[src/rtl/ouf_pkg.sv]
package ouf_pkg;
  localparam int DATA_W    = 8;
  localparam int ADDR_W    = 7;
  localparam int NUM_BLK   = 4;
  localparam int CH_PER_BLK = 2;
  localparam int ID_LEN    = 12;

  typedef enum logic [1:0] {
    SP_IO  = 2'd0,
    SP_ID  = 2'd1,
    SP_ACK = 2'd2,
    SP_MEM = 2'd3
  } space_e;

  typedef enum logic [1:0] {
    RK_MODE = 2'd0,
    RK_STAT = 2'd1,
    RK_CMD  = 2'd2,
    RK_HOLD = 2'd3
  } regkind_e;

  localparam logic [4:0] OFF_INT_STATUS = 5'h0B;
endpackage

[src/rtl/ouf_bus_decode.sv]
module ouf_bus_decode
  import ouf_pkg::*;
#(
  parameter int ADDR_W = 7,
  parameter int CH_W   = 3,
  parameter int BLK_W  = 2
) (
  input  logic [ADDR_W-1:0] addr,
  output logic [4:0]        off,
  output logic [CH_W-1:0]   chan,
  output logic [BLK_W-1:0]  blk,
  output logic              is_chan,
  output regkind_e          kind,
  output logic              is_status
);
  // registers sit at odd byte locations: flip the low address bit
  always_comb begin
    off       = addr[4:0] ^ 5'h01;
    chan      = addr[ADDR_W-1 -: CH_W];
    blk       = addr[ADDR_W-1 -: BLK_W];
    is_chan   = !off[3] && off[0];
    kind      = regkind_e'(off[2:1]);
    is_status = (off == OFF_INT_STATUS);
  end
endmodule

[src/rtl/ouf_irq_block.sv]
module ouf_irq_block #(
  parameter int DATA_W = 8
) (
  input  logic              clk,
  input  logic              rst_n,
  input  logic [DATA_W-1:0] set_pulse,
  input  logic [DATA_W-1:0] clr_pulse,
  input  logic              mask_we,
  input  logic [DATA_W-1:0] mask_d,
  output logic [DATA_W-1:0] status_q,
  output logic [DATA_W-1:0] mask_q
);
  always_ff @(posedge clk or negedge rst_n) begin
    if (!rst_n) begin
      status_q <= '0;
      mask_q   <= '0;
    end else begin
      // a new event in the same cycle as a clear is kept
      status_q <= (status_q & ~clr_pulse) | set_pulse;
      if (mask_we) mask_q <= mask_d;
    end
  end
endmodule

[src/rtl/ouf_irq_merge.sv]
module ouf_irq_merge #(
  parameter int NUM_BLK = 4,
  parameter int DATA_W  = 8,
  localparam int NUM_LINES = NUM_BLK / 2
) (
  input  logic                      clk,
  input  logic                      rst_n,
  input  logic [NUM_BLK*DATA_W-1:0] status_flat,
  input  logic [NUM_BLK*DATA_W-1:0] mask_flat,
  output logic [NUM_LINES-1:0]      irq
);
  logic [NUM_BLK-1:0] blk_pend;

  for (genvar b = 0; b < NUM_BLK; b++) begin : g_pend
    assign blk_pend[b] = |(status_flat[b*DATA_W +: DATA_W] & mask_flat[b*DATA_W +: DATA_W]);
  end

  for (genvar l = 0; l < NUM_LINES; l++) begin : g_line
    always_ff @(posedge clk or negedge rst_n) begin
      if (!rst_n) irq[l] <= 1'b0;
      else        irq[l] <= blk_pend[2*l] | blk_pend[2*l+1];
    end
  end
endmodule

[src/rtl/ouf_id_rom.sv]
module ouf_id_rom #(
  parameter int ADDR_W = 7,
  parameter int DATA_W = 8,
  parameter int ID_LEN = 12
) (
  input  logic [ADDR_W-1:0] addr,
  output logic [DATA_W-1:0] data
);
  logic [ADDR_W-2:0] idx;

  always_comb begin
    idx  = addr[ADDR_W-1:1];
    data = '0;
    if (int'(idx) < ID_LEN) begin
      case (idx)
        6'd0:    data = 8'h49;
        6'd1:    data = 8'h50;
        6'd2:    data = 8'h41;
        6'd3:    data = 8'h43;
        6'd4:    data = 8'hF0;
        6'd5:    data = 8'h22;
        6'd6:    data = 8'hA1;
        6'd10:   data = 8'h0C;
        6'd11:   data = 8'hCC;
        default: data = 8'h00;
      endcase
    end
  end
endmodule

[src/rtl/octal_uart_frontend.sv]
module octal_uart_frontend
  import ouf_pkg::*;
#(
  parameter int DATA_W  = ouf_pkg::DATA_W,
  parameter int ADDR_W  = ouf_pkg::ADDR_W,
  parameter int NUM_BLK = ouf_pkg::NUM_BLK,
  parameter int ID_LEN  = ouf_pkg::ID_LEN,
  localparam int NUM_CH    = NUM_BLK * CH_PER_BLK,
  localparam int CH_W      = $clog2(NUM_CH),
  localparam int BLK_W     = $clog2(NUM_BLK),
  localparam int NUM_LINES = NUM_BLK / 2
) (
  input  logic                      clk,
  input  logic                      rst_n,
  input  logic                      bus_rd,
  input  logic                      bus_wr,
  input  logic [1:0]                bus_space,
  input  logic [ADDR_W-1:0]         bus_addr,
  input  logic [DATA_W-1:0]         bus_wdata,
  output logic [DATA_W-1:0]         bus_rdata,
  output logic [NUM_CH-1:0]         ch_sel,
  output logic [1:0]                ch_kind,
  output logic                      ch_rd,
  output logic                      ch_wr,
  output logic [DATA_W-1:0]         ch_wdata,
  input  logic [NUM_CH*DATA_W-1:0]  ch_rdata,
  input  logic [NUM_BLK*DATA_W-1:0] isr_set,
  input  logic [NUM_BLK*DATA_W-1:0] isr_clr,
  output logic [NUM_LINES-1:0]      irq
);
  space_e            space;
  logic [4:0]        off;
  logic [CH_W-1:0]   chan;
  logic [BLK_W-1:0]  blk;
  logic              is_chan;
  regkind_e          kind;
  logic              is_status;
  logic              io_rd, io_wr;
  logic [NUM_BLK*DATA_W-1:0] status_flat;
  logic [NUM_BLK*DATA_W-1:0] imr_flat;
  logic [DATA_W-1:0] vec_q;
  logic [DATA_W-1:0] id_byte;
  logic [DATA_W-1:0] rd_mux;

  assign space = space_e'(bus_space);
  assign io_rd = bus_rd && (space == SP_IO);
  assign io_wr = bus_wr && (space == SP_IO);

  ouf_bus_decode #(.ADDR_W(ADDR_W), .CH_W(CH_W), .BLK_W(BLK_W)) u_dec (
    .addr(bus_addr), .off(off), .chan(chan), .blk(blk),
    .is_chan(is_chan), .kind(kind), .is_status(is_status)
  );

  // channel access strobes: clock-select writes and command reads are dropped
  always_comb begin
    ch_rd    = io_rd && is_chan && (kind != RK_CMD);
    ch_wr    = io_wr && is_chan && (kind != RK_STAT);
    ch_kind  = kind;
    ch_wdata = bus_wdata;
    ch_sel   = '0;
    if (ch_rd || ch_wr) ch_sel[chan] = 1'b1;
  end

  for (genvar b = 0; b < NUM_BLK; b++) begin : g_blk
    ouf_irq_block #(.DATA_W(DATA_W)) u_blk (
      .clk      (clk),
      .rst_n    (rst_n),
      .set_pulse(isr_set[b*DATA_W +: DATA_W]),
      .clr_pulse(isr_clr[b*DATA_W +: DATA_W]),
      .mask_we  (io_wr && is_status && (blk == BLK_W'(b))),
      .mask_d   (bus_wdata),
      .status_q (status_flat[b*DATA_W +: DATA_W]),
      .mask_q   (imr_flat[b*DATA_W +: DATA_W])
    );
  end

  ouf_irq_merge #(.NUM_BLK(NUM_BLK), .DATA_W(DATA_W)) u_merge (
    .clk(clk), .rst_n(rst_n),
    .status_flat(status_flat), .mask_flat(imr_flat), .irq(irq)
  );

  ouf_id_rom #(.ADDR_W(ADDR_W), .DATA_W(DATA_W), .ID_LEN(ID_LEN)) u_rom (
    .addr(bus_addr), .data(id_byte)
  );

  // vector: reachable from identification or memory space at address 1
  always_ff @(posedge clk or negedge rst_n) begin
    if (!rst_n) begin
      vec_q <= '0;
    end else if (bus_wr && (space == SP_ID || space == SP_MEM) &&
                 bus_addr == ADDR_W'(1)) begin
      vec_q <= bus_wdata;
    end
  end

  always_comb begin
    rd_mux = '0;
    unique case (space)
      SP_IO: begin
        if (is_chan && kind != RK_CMD) rd_mux = ch_rdata[chan*DATA_W +: DATA_W];
        else if (is_status)            rd_mux = status_flat[blk*DATA_W +: DATA_W];
      end
      SP_ID:  rd_mux = id_byte;
      SP_ACK: if (bus_addr == ADDR_W'(0) || bus_addr == ADDR_W'(2)) rd_mux = vec_q;
      SP_MEM: rd_mux = '0;
      default: rd_mux = '0;
    endcase
  end

  always_ff @(posedge clk or negedge rst_n) begin
    if (!rst_n)      bus_rdata <= '0;
    else if (bus_rd) bus_rdata <= rd_mux;
  end
endmodule

[config.mk]
export PLATFORM = sky130hd
export DESIGN_NAME = octal_uart_frontend
export DESIGN_NICKNAME = d
export VERILOG_FILES = /design/src/rtl/ouf_pkg.sv /design/src/rtl/ouf_bus_decode.sv /design/src/rtl/ouf_irq_block.sv /design/src/rtl/ouf_irq_merge.sv /design/src/rtl/ouf_id_rom.sv /design/src/rtl/octal_uart_frontend.sv
export SDC_FILE = /design/constraint.sdc
export NUM_CORES = 1
export LEC_CHECK = 0
export BUFFER_PORTS_ARGS = -buffer_cell sky130_fd_sc_hd__buf_2
export CELL_PAD_IN_SITES_DETAIL_PLACEMENT = 1
export CELL_PAD_IN_SITES_GLOBAL_PLACEMENT = 2
export CORE_MARGIN = 2
export CORE_UTILIZATION = 33
export CTS_CLUSTER_SIZE = 10
export DETAILED_ROUTE_END_ITERATION = 7
export PLACE_DENSITY_LB_ADDON = 0.12
export SETUP_SLACK_MARGIN = 0.4
export SLEW_MARGIN = 20
export SYNTH_ARGS = -nofsm -noshare
export SYNTH_HDL_FRONTEND = slang
export SYNTH_HIERARCHICAL = 1
export SYNTH_SLANG_ARGS = --single-unit
[constraint.sdc]
create_clock -name clk -period 2.9 [get_ports clk]
set_clock_uncertainty 0.05 [all_clocks]
set_input_delay 0.435 -clock clk [delete_from_list [all_inputs] [get_ports clk]]
set_output_delay 0.435 -clock clk [all_outputs]
set_load 0.02 [all_outputs]
# Word-level counts from Yosys, hierarchy flattened
# Memories as Yosys holds them, arrays and structs flattened.
# Cells that the tools add are included.
[classes] n_lt_le_gt_ge=3 eq_ne=11 shifts=2 n_mux=9 n_bitwise=19 reduce_logical=27
[op_table] op="$and A8 B8 Y8" count=8
[op_table] op="$shiftx A64 B7 Y8" count=1
[op_table] op="$mux W8" count=6
[op_table] op="$not A8 Y8" count=4
[op_table] op="$or A8 B8 Y8" count=4
[op_table] op="$pmux W8 S4" count=1
[op_table] op="$reduce_or A8 Y1" count=4
[op_table] op="$shiftx A32 B6 Y8" count=1
[op_table] op="$logic_and A1 B1 Y1" count=16
[op_table] op="$eq A2 B2 Y1 const B" count=4
[op_table] op="$eq A7 B1 Y1 const B" count=1
[op_table] op="$eq A7 B2 Y1 const B" count=1
[op_table] op="$logic_not A7 Y1" count=1
[op_table] op="$lt A6 B4 Y1 const B" count=1
[op_table] op="$eq A5 B4 Y1 const B" count=1
[op_table] op="$eq A2 B1 Y1 const B" count=2
[op_table] op="$logic_not A2 Y1" count=2
[op_table] op="$lt A3 B4 Y1 const B" count=1
[op_table] op="$demux W1 S3" count=1
[op_table] op="$ge A3 B1 Y1 const B" count=1
[op_table] op="$logic_or A1 B1 Y1" count=3
[op_table] op="$ne A2 B1 Y1 const B" count=1
[op_table] op="$ne A2 B2 Y1 const B" count=1
[op_table] op="$or A1 B1 Y1" count=2
[op_table] op="other kinds (3)" count=3
[totals] regBits=82 rom_bits=128 in_bits=149 out_inout_bits=30 memories=1
[mem_list] name="(name not given)" depth=16 word_bits=8 read_ports=1 rd_clocked_by_memory_dff=0 wr=0 line="ouf_id_rom.sv:15" rtl="case (idx)"

# Longest topological paths before layout
# Gate-level depths: netlist of run 1.
[logic_depth] ltp_word=6 depth_mapped=7 mapped_depth_nobuf=6

# Hierarchy
# Netlist of run 1, hierarchy kept.
[by_module_without_submodules] mod="ouf_irq_block" instances=4 cells_per_inst=41 area_per_inst_um2=621.8 seq_area_each_um2=400.4
[by_module_without_submodules] mod="octal_uart_frontend" instances=1 cells_per_inst=150 area_per_inst_um2=1662.8 seq_area_each_um2=400.4
[by_module_without_submodules] mod="ouf_irq_merge" instances=1 cells_per_inst=20 area_per_inst_um2=252.7 seq_area_each_um2=50.0
[by_module_without_submodules] mod="ouf_id_rom" instances=1 cells_per_inst=23 area_per_inst_um2=148.9 seq_area_each_um2=0.0
[by_module_without_submodules] mod="ouf_bus_decode" instances=1 cells_per_inst=15 area_per_inst_um2=105.1 seq_area_each_um2=0.0

# Worst setup path after synthesis of run 1
# No wires, ideal clock.
[synth_path] path_type="input to output" from="input bus_addr[0]" to="output ch_sel[0]" t_arrival_ns=2.031 setup_slack_ns=0.384 path_stages=5 n_path_buf=0 cell_sequence="nor2_1 -> inv_1 -> nor4b_2 -> o21bai_1 -> nor3_1"
[synth_via] elab_chain_len=6
[synth_lines] item="start, declared" line="octal_uart_frontend.sv:18" rtl="input logic [ADDR_W-1:0] bus_addr,"
[synth_lines] item="$not A1 Y1 (no source line)"
[synth_lines] item="$logic_and A1 B1 Y1" line="ouf_bus_decode.sv:21" rtl="is_chan = !off[3] && off[0];"
[synth_lines] item="$logic_and A1 B1 Y1 (2 in a row)" line="octal_uart_frontend.sv:56" rtl="ch_rd = io_rd && is_chan && (kind != RK_CMD);"
[synth_lines] item="via ch_rd" line="octal_uart_frontend.sv:23" rtl="output logic ch_rd,"
[synth_lines] item="$logic_or A1 B1 Y1" line="octal_uart_frontend.sv:61" rtl="if (ch_rd || ch_wr) ch_sel[chan] = 1'b1;"
[synth_lines] item="$mux W8" line="octal_uart_frontend.sv:61"
[synth_lines] item="end, declared" line="octal_uart_frontend.sv:21" rtl="output logic [NUM_CH-1:0] ch_sel,"
# The timed path passes the listed nets, and every way through them passes these cells.

# Worst setup path in the final report of run 1
[layout_path] from="input bus_addr[3]" to="output ch_sel[0]"
[layout_via] elab_chain_len=6
[layout_lines] item="$logic_not A1 Y1 (*)" line="ouf_bus_decode.sv:21"
[layout_lines] item="$logic_and A1 B1 Y1 (*)" line="ouf_bus_decode.sv:21"
[layout_lines] item="via is_chan" line="octal_uart_frontend.sv:35" rtl="logic is_chan;"
[layout_lines] item="$logic_and A1 B1 Y1, on equally long branches (2 in a row)" line="octal_uart_frontend.sv:56, octal_uart_frontend.sv:57"
[layout_lines] item="$logic_or A1 B1 Y1 (*)" line="octal_uart_frontend.sv:61"
[layout_lines] item="$mux W8 (*)" line="octal_uart_frontend.sv:61"
# Mark *: on every way through the listed nets, which the timed path passes. The rest lies on a longest branch.

==> summary.txt, run 1 <==
Status
  • Run status: finished clean

CTS
  • CTS Buf Count: 9
  • Clock sinks: 82
  • Clk Latency, worst-skew pair: 330 ps
  • Htree depth: 3
  • PostCTS Resize Cnt: 0
  • CTS tree: yes
  • Post-CTS setup buffer count: 0
  • Clock tree buffer depth: 2
  • Worst-path clk slew: 60 ps
  • Hold_buf cts: 0
  • Root Buffer: clkbuf_16

STA
  • Slew Limit Headroom: 0.551
  • Slew @ Worst Pin: 673 ps
  • Hold Slack: 88.1 ps
  • F_max: 0.439 GHz
  • Setup violators final: 0
  • Fin. Hold Viols: 0
  • RSZ-0062 raised after global routing: no
  • Tmin final: 2280 ps
  • Part of the cycle the worst path needs: 0.786
  • Slew Limit Fails: 0
  • Setup_tns: 0 ps

Global routing
  • Initial antenna violation count: 0
  • Vias in the first global route: 3894
  • Largest net degree at the start of global routing: 51
  • First-pass GRT wire length: 21.8 mm
  • GRT Total Usage: 0.193
  • GRT Residual Overflow: 0

Critical path
  • Critical path origin: bus_addr[3]
  • CP required: 2410 ps
  • Critical path class: primary input to primary output
  • R2r startpoint: g_blk[2].u_blk/status_q[0]
  • Reg2reg path depth: 3
  • Worst R2R Setup Slack: 1360 ps
  • Critical Path Fanout Max: 13
  • Worst path most repeated cell: buf_2
  • Cell Chain, Critical Path: buf_2 -> nor2_2 -> inv_1 -> nor4b_2 -> o21bai_1 -> nor3_2 -> buf_2
  • Crit path DAT: 1800 ps
  • Type of origin of the critical path: primary input
  • CP peak stage delay: 360 ps
  • Worst setup EP type: primary output
  • Slowest-stage cell, CP: nor4b_2

Logic synthesis
  • Synthesized area per cell: 12.6 µm²
  • Ys Warns: 6
  • Mapped Area: 4620 µm²
  • Cell count after synthesis: 367
  • Syn_nets: 516

Drt
  • Routed wire per std cell: 19.6 µm
  • DR vias/cell: 5.06
  • Residual DRC count: 0
  • DR pass1 iterations: 4
  • Initial DRC count: 169
  • Final ANT Viol Nets: 0
  • Vias: 3646
  • DRT Wirelength: 14.1 mm

Placed design
  • IO Port Bufs: 178
  • Final RePlAce weighted congestion: 0.822
  • Dpl hpwl: 10.9 mm
  • Dpl cells: 706

Die
  • Initial core utilization: 0.336
  • Num rows: 43
  • Die ar.: 15000 µm²
  • Top Ports: 179
  • Die H: 122 µm
  • Die Width: 122 µm
  • Core ar.: 13800 µm²

Layout
  • Synth-to-Final Area Change: 28.0%
  • Share of layout cells above drive strength 1: 0.543
  • Final antenna diode count: 0
  • Nets: 686
  • Layout Cells excl Fill: 721
  • Fin util: 0.430
  • Most frequent cells in the layout: buf_2, dfrtp_1, inv_1
  • Commonest non-fill, non-tap cell in the layout: buf_2

Run
  • Max Cap Violations: 0

Hold path
  • HP Class: primary input to async pin

Power
  • Pwr Total: 2.74 mW
  • LEAKAGE: 2.97 nW
  • Worst vdd ir: 272 µV
  • PwrDens: 464 nW/µm²
==> registers in the layout (all words and copies together), names as in the netlist <==
signal,count
g_blk.u_blk/mask_q,32
g_blk.u_blk/status_q,32
bus_rdata,8
vec_q,8
u_merge/irq,2
==> worst paths after layout <==
kind | to
max reg2reg | bus_rdata[0]
max | ch_sel[0]
min reg2reg | vec_q[3]
min in group clk | g_blk[0].u_blk/status_q[7]
min | bus_rdata[5]
max in group asynchronous | g_blk[2].u_blk/mask_q[3]
==> metrics by stage <==
step	setup slack (ps)	area (µm²)
4_1_cts	548	5920
3_3_place_gp	574	5650
6_report	620	5920
5_1_grt	482	5920
2_1_floorplan	519	4630
3_5_place_dp	544	5650
==> power breakdown <==
part | switching (mW) | total [mW] | internal [mW] | leakage, nW
Clock | 0.447 | 1.04 | 0.595 | 0.134
Combinational | 0.215 | 0.438 | 0.223 | 1.81
Sequential | 0.0577 | 1.27 | 1.21 | 1.03
Total | 0.719 | 2.74 | 2.03 | 2.97
==> worst max-delay path, delay by kind of cell <==
kind / cells / cell delay (ps)
AO/OA/AOI/OAI: 1 / 210
buffers and inverters: 3 / 480
AND/OR/NAND/NOR: 3 / 670
==> per-layer routing <==
layer,global-route usage,part of all wire
met1,0.260,0.44
met2,0.329,0.50
met3,0.0358,0.053
met4,0.0366,0.0062
met5,0,0
==> layout make-up <==
cell class,count,area [µm²]
Inverter,37,139
Tap cell,180,225
Clock inverter,5,31.3
Timing Repair Buffer,188,981
Sequential cell,82,2050
Fill cell,1573,7860
Multi-Input combinational cell,219,2250
Clock buffer,10,239
No activity file was read; power rests on OpenSTA's default activity.
==> run 2: changes to the inputs <==
--- a/config.mk
+++ b/config.mk
@@ -5,11 +5,12 @@
 export SDC_FILE = /design/constraint.sdc
 export NUM_CORES = 1
 export LEC_CHECK = 0
+export ABC_AREA = 1
 export BUFFER_PORTS_ARGS = -buffer_cell sky130_fd_sc_hd__buf_2
 export CELL_PAD_IN_SITES_DETAIL_PLACEMENT = 1
 export CELL_PAD_IN_SITES_GLOBAL_PLACEMENT = 2
 export CORE_MARGIN = 2
-export CORE_UTILIZATION = 33
+export CORE_UTILIZATION = 23
 export CTS_CLUSTER_SIZE = 10
 export DETAILED_ROUTE_END_ITERATION = 7
 export PLACE_DENSITY_LB_ADDON = 0.12
==> constraint.sdc (replaced) <==
create_clock -name clk -period 2.06 [get_ports clk]
set_clock_uncertainty 0.05 [all_clocks]
set_input_delay 0.309 -clock clk [delete_from_list [all_inputs] [get_ports clk]]
set_output_delay 0.309 -clock clk [all_outputs]
set_load 0.02 [all_outputs]
==> run 2 against run 1 <==
Register-to-register slack lost 450 ps. Sequential share of layout area shrank 5.2 points. Hold slack gained 2.4 ps. Worst setup slack lost 250 ps. Utilization shrank 12 points. Clock power grew 70%. Non-clock buffer count grew 12. Critical path type unchanged.
==> summary.txt, run 2 <==
Critical path
  • CP peak stage delay: 210 ps (-150 ps)
  • Critical path origin: bus_addr[3]
  • CP bufs+invs: 4 (+1)
  • Cell Chain, Critical Path: buf_8 -> nor2_4 -> inv_2 -> a21oi_4 -> inv_2 -> o22ai_4 -> nand2_4 -> nor2_4 -> buf_6
  • Critical path class: primary input to primary output
  • CP required: 1700 ps (-710 ps)
  • CP top delay family: simple AND/OR/NAND/NOR gates
  • Critical Path Fanout Max: 4 (-9)
  • Worst R2R Setup Slack: 910 ps (-450 ps)
  • Worst setup EP type: primary output
  • Crit path DAT: 1330 ps (-470 ps)
  • Slowest-stage cell, CP: o22ai_4
  • Type of origin of the critical path: primary input
  • R2r startpoint: g_blk[3].u_blk/status_q[7]

Layout
  • Largest registers: g_blk.u_blk/mask_q x32, g_blk.u_blk/status_q x32
  • Most frequent cells in the layout: nand2_1, buf_2, inv_1
  • Nets: 1149 (+67%)
  • FF/Latch Area: 2050 µm² (unchanged)
  • Filler Cell Count: 2915 (+85%)
  • Share of layout cells above drive strength 1: 0.280 (-0.264)
  • Final antenna diode count: 0 (unchanged)
  • Area of the multi-input gates: 2410 µm² (+7.2%)
  • Commonest non-fill, non-tap cell in the layout: nand2_1
  • Synth-to-Final Area Change: 33.1%
  • Fin util: 0.310 (-0.120)
  • Layout Cells excl Fill: 1290 (+79%)

Hold path
  • HP Start: isr_set[21]
  • HP Class: primary input to register

Run
  • Max Cap Violations: 0 (unchanged)

Placed design
  • Dpl cells: 1267 (+79%)
  • IO Port Bufs: 178 (unchanged)
  • Final RePlAce weighted congestion: 0.738 (-10%)
  • Dpl hpwl: 14.7 mm (+35%)

CTS
  • CTS tree: yes
  • Clk Latency, worst-skew pair: 350 ps (+20 ps)
  • Root Buffer: clkbuf_16
  • CTS Buf Count: 9 (unchanged)
  • Htree depth: 3 (unchanged)
  • Worst-path clk slew: 60 ps (about the same)
  • Clock tree buffer depth: 2 (unchanged)
  • Clock sinks: 82 (unchanged)

Global routing
  • GRT Total Usage: 0.158 (-0.0356)
  • First-pass GRT wire length: 29.4 mm (+35%)
  • Vias in the first global route: 5588 (+44%)
  • Largest net degree at the start of global routing: 43 (-16%)
  • GRT Residual Overflow: 0 (unchanged)
  • Initial antenna violation count: 0 (unchanged)

Drt
  • Final ANT Viol Nets: 0 (unchanged)
  • Vias: 5285 (+45%)
  • Routed wire per std cell: 14.1 µm (-28%)
  • Residual DRC count: 0 (unchanged)
  • Initial DRC count: 133 (-21%)
  • DRT Wirelength: 18.2 mm (+29%)
  • DR vias/cell: 4.10 (-19%)
  • DR pass1 iterations: 4 (unchanged)

STA
  • Setup_tns: 0 ps (unchanged)
  • Slew Limit Fails: 0 (unchanged)
  • RSZ-0062 raised after global routing: yes
  • Slew Limit Headroom: 0.591 (+0.0400)
  • Setup violators final: 0 (unchanged)
  • Fin. Hold Viols: 0 (unchanged)
  • Tmin final: 1690 ps
  • Slew @ Worst Pin: 611 ps (-62.2 ps)
  • F_max: 0.592 GHz
  • Part of the cycle the worst path needs: 0.819

Power
  • Worst vdd ir: 365 µV (+34%)
  • LEAKAGE: 4.15 nW (+40%)
  • PwrDens: 616 nW/µm² (+33%)
  • Pwr Total: 4.29 mW (+56%)

Die
  • Top Ports: 179 (unchanged)
  • Initial core utilization: 0.233 (-0.103)
  • Die ar.: 24000 µm² (+60%)
  • Num rows: 55 (+28%)
  • Core ar.: 22500 µm² (+63%)
  • Die Width: 155 µm (+27%)
  • Die H: 155 µm (+27%)

Logic synthesis
  • Synthesized area per cell: 6.39 µm² (-49%)
  • Syn_nets: 969 (+88%)
  • Cell count after synthesis: 820 (+120%)
  • Mapped Area: 5240 µm² (+13%)
  • Ys Warns: 6 (unchanged)

Status
  • Run status: finished clean
-- run 2: cell types whose count changed in the layout (fill, tap and decap cells not counted), sizes merged, moves of 11 or more --
cell,before,now
nor2,18,48
inv,37,173
a221oi,14,0
buf,188,199
mux2,42,0
o21ai,1,20
nand3,2,35
nand2,10,393
mux4,22,0
a21o,32,0
-- run 2: path summary, 6_finish.rpt --
kind                            cells past startpoint                         end
max in group asynchronous                           3  g_blk[1].u_blk/status_q[2]
min in group asynchronous                           2                bus_rdata[1]
worst min-delay path                                3  g_blk[2].u_blk/status_q[5]
worst max register to register                      6                bus_rdata[7]
worst min register to register                      2    g_blk[3].u_blk/mask_q[6]
worst max-delay path                                9                   ch_sel[4]
-- run 2: per-stage QoR --
step                      hold slack (ps)  area, µm²  worst slack (ps)
after floorplan                     -36.6       5320               454
after global routing                 83.6       6970               309
after CTS                            77.4       6950               357
after global placement                153       6470               153
final                                90.5       6970               372
after detailed placement              154       6470               142
-- run 2: metal layers --
| layer | track usage | up-vias | part of all wire |
|---|---|---|---|
| li1 | - | 2747 | - |
| met1 | 0.200 | 2422 | 0.46 |
| met2 | 0.281 | 107 | 0.49 |
| met3 | 0.0234 | 9 | 0.035 |
| met4 | 0.0410 | 0 | 0.011 |
| met5 | 0 | - | 0 |
-- run 2: final cells by class --
cell class	count	share of cell area
clock buffers	10	0.0343
multi-input cells	533	0.346
well taps	285	0.0512
repair buffers	200	0.167
clock inverters	6	0.0129
inverters	174	0.0939
flip-flops and latches	82	0.294
-- run 2: repair_timing --
item	in CTS	in global routing
hold buffers	1	0
gates resized for setup	36	0
endpoints found under the setup margin	8	8
endpoints found under the hold margin	15	0
pin swaps	5	5
buffers inserted	3	3
-- run 2: worst min-delay path, stage by stage --
cell and delay (ps):
buf_2 70, inv_1 30, nand2_1 50
-- run 2: report_power, final --
part	switching, mW	internal, mW	leakage [nW]	total, mW
clock network	0.672	1.10	0.159	1.77
logic	0.454	0.296	2.97	0.750
registers	0.0756	1.70	1.03	1.78
total	1.20	3.09	4.15	4.29
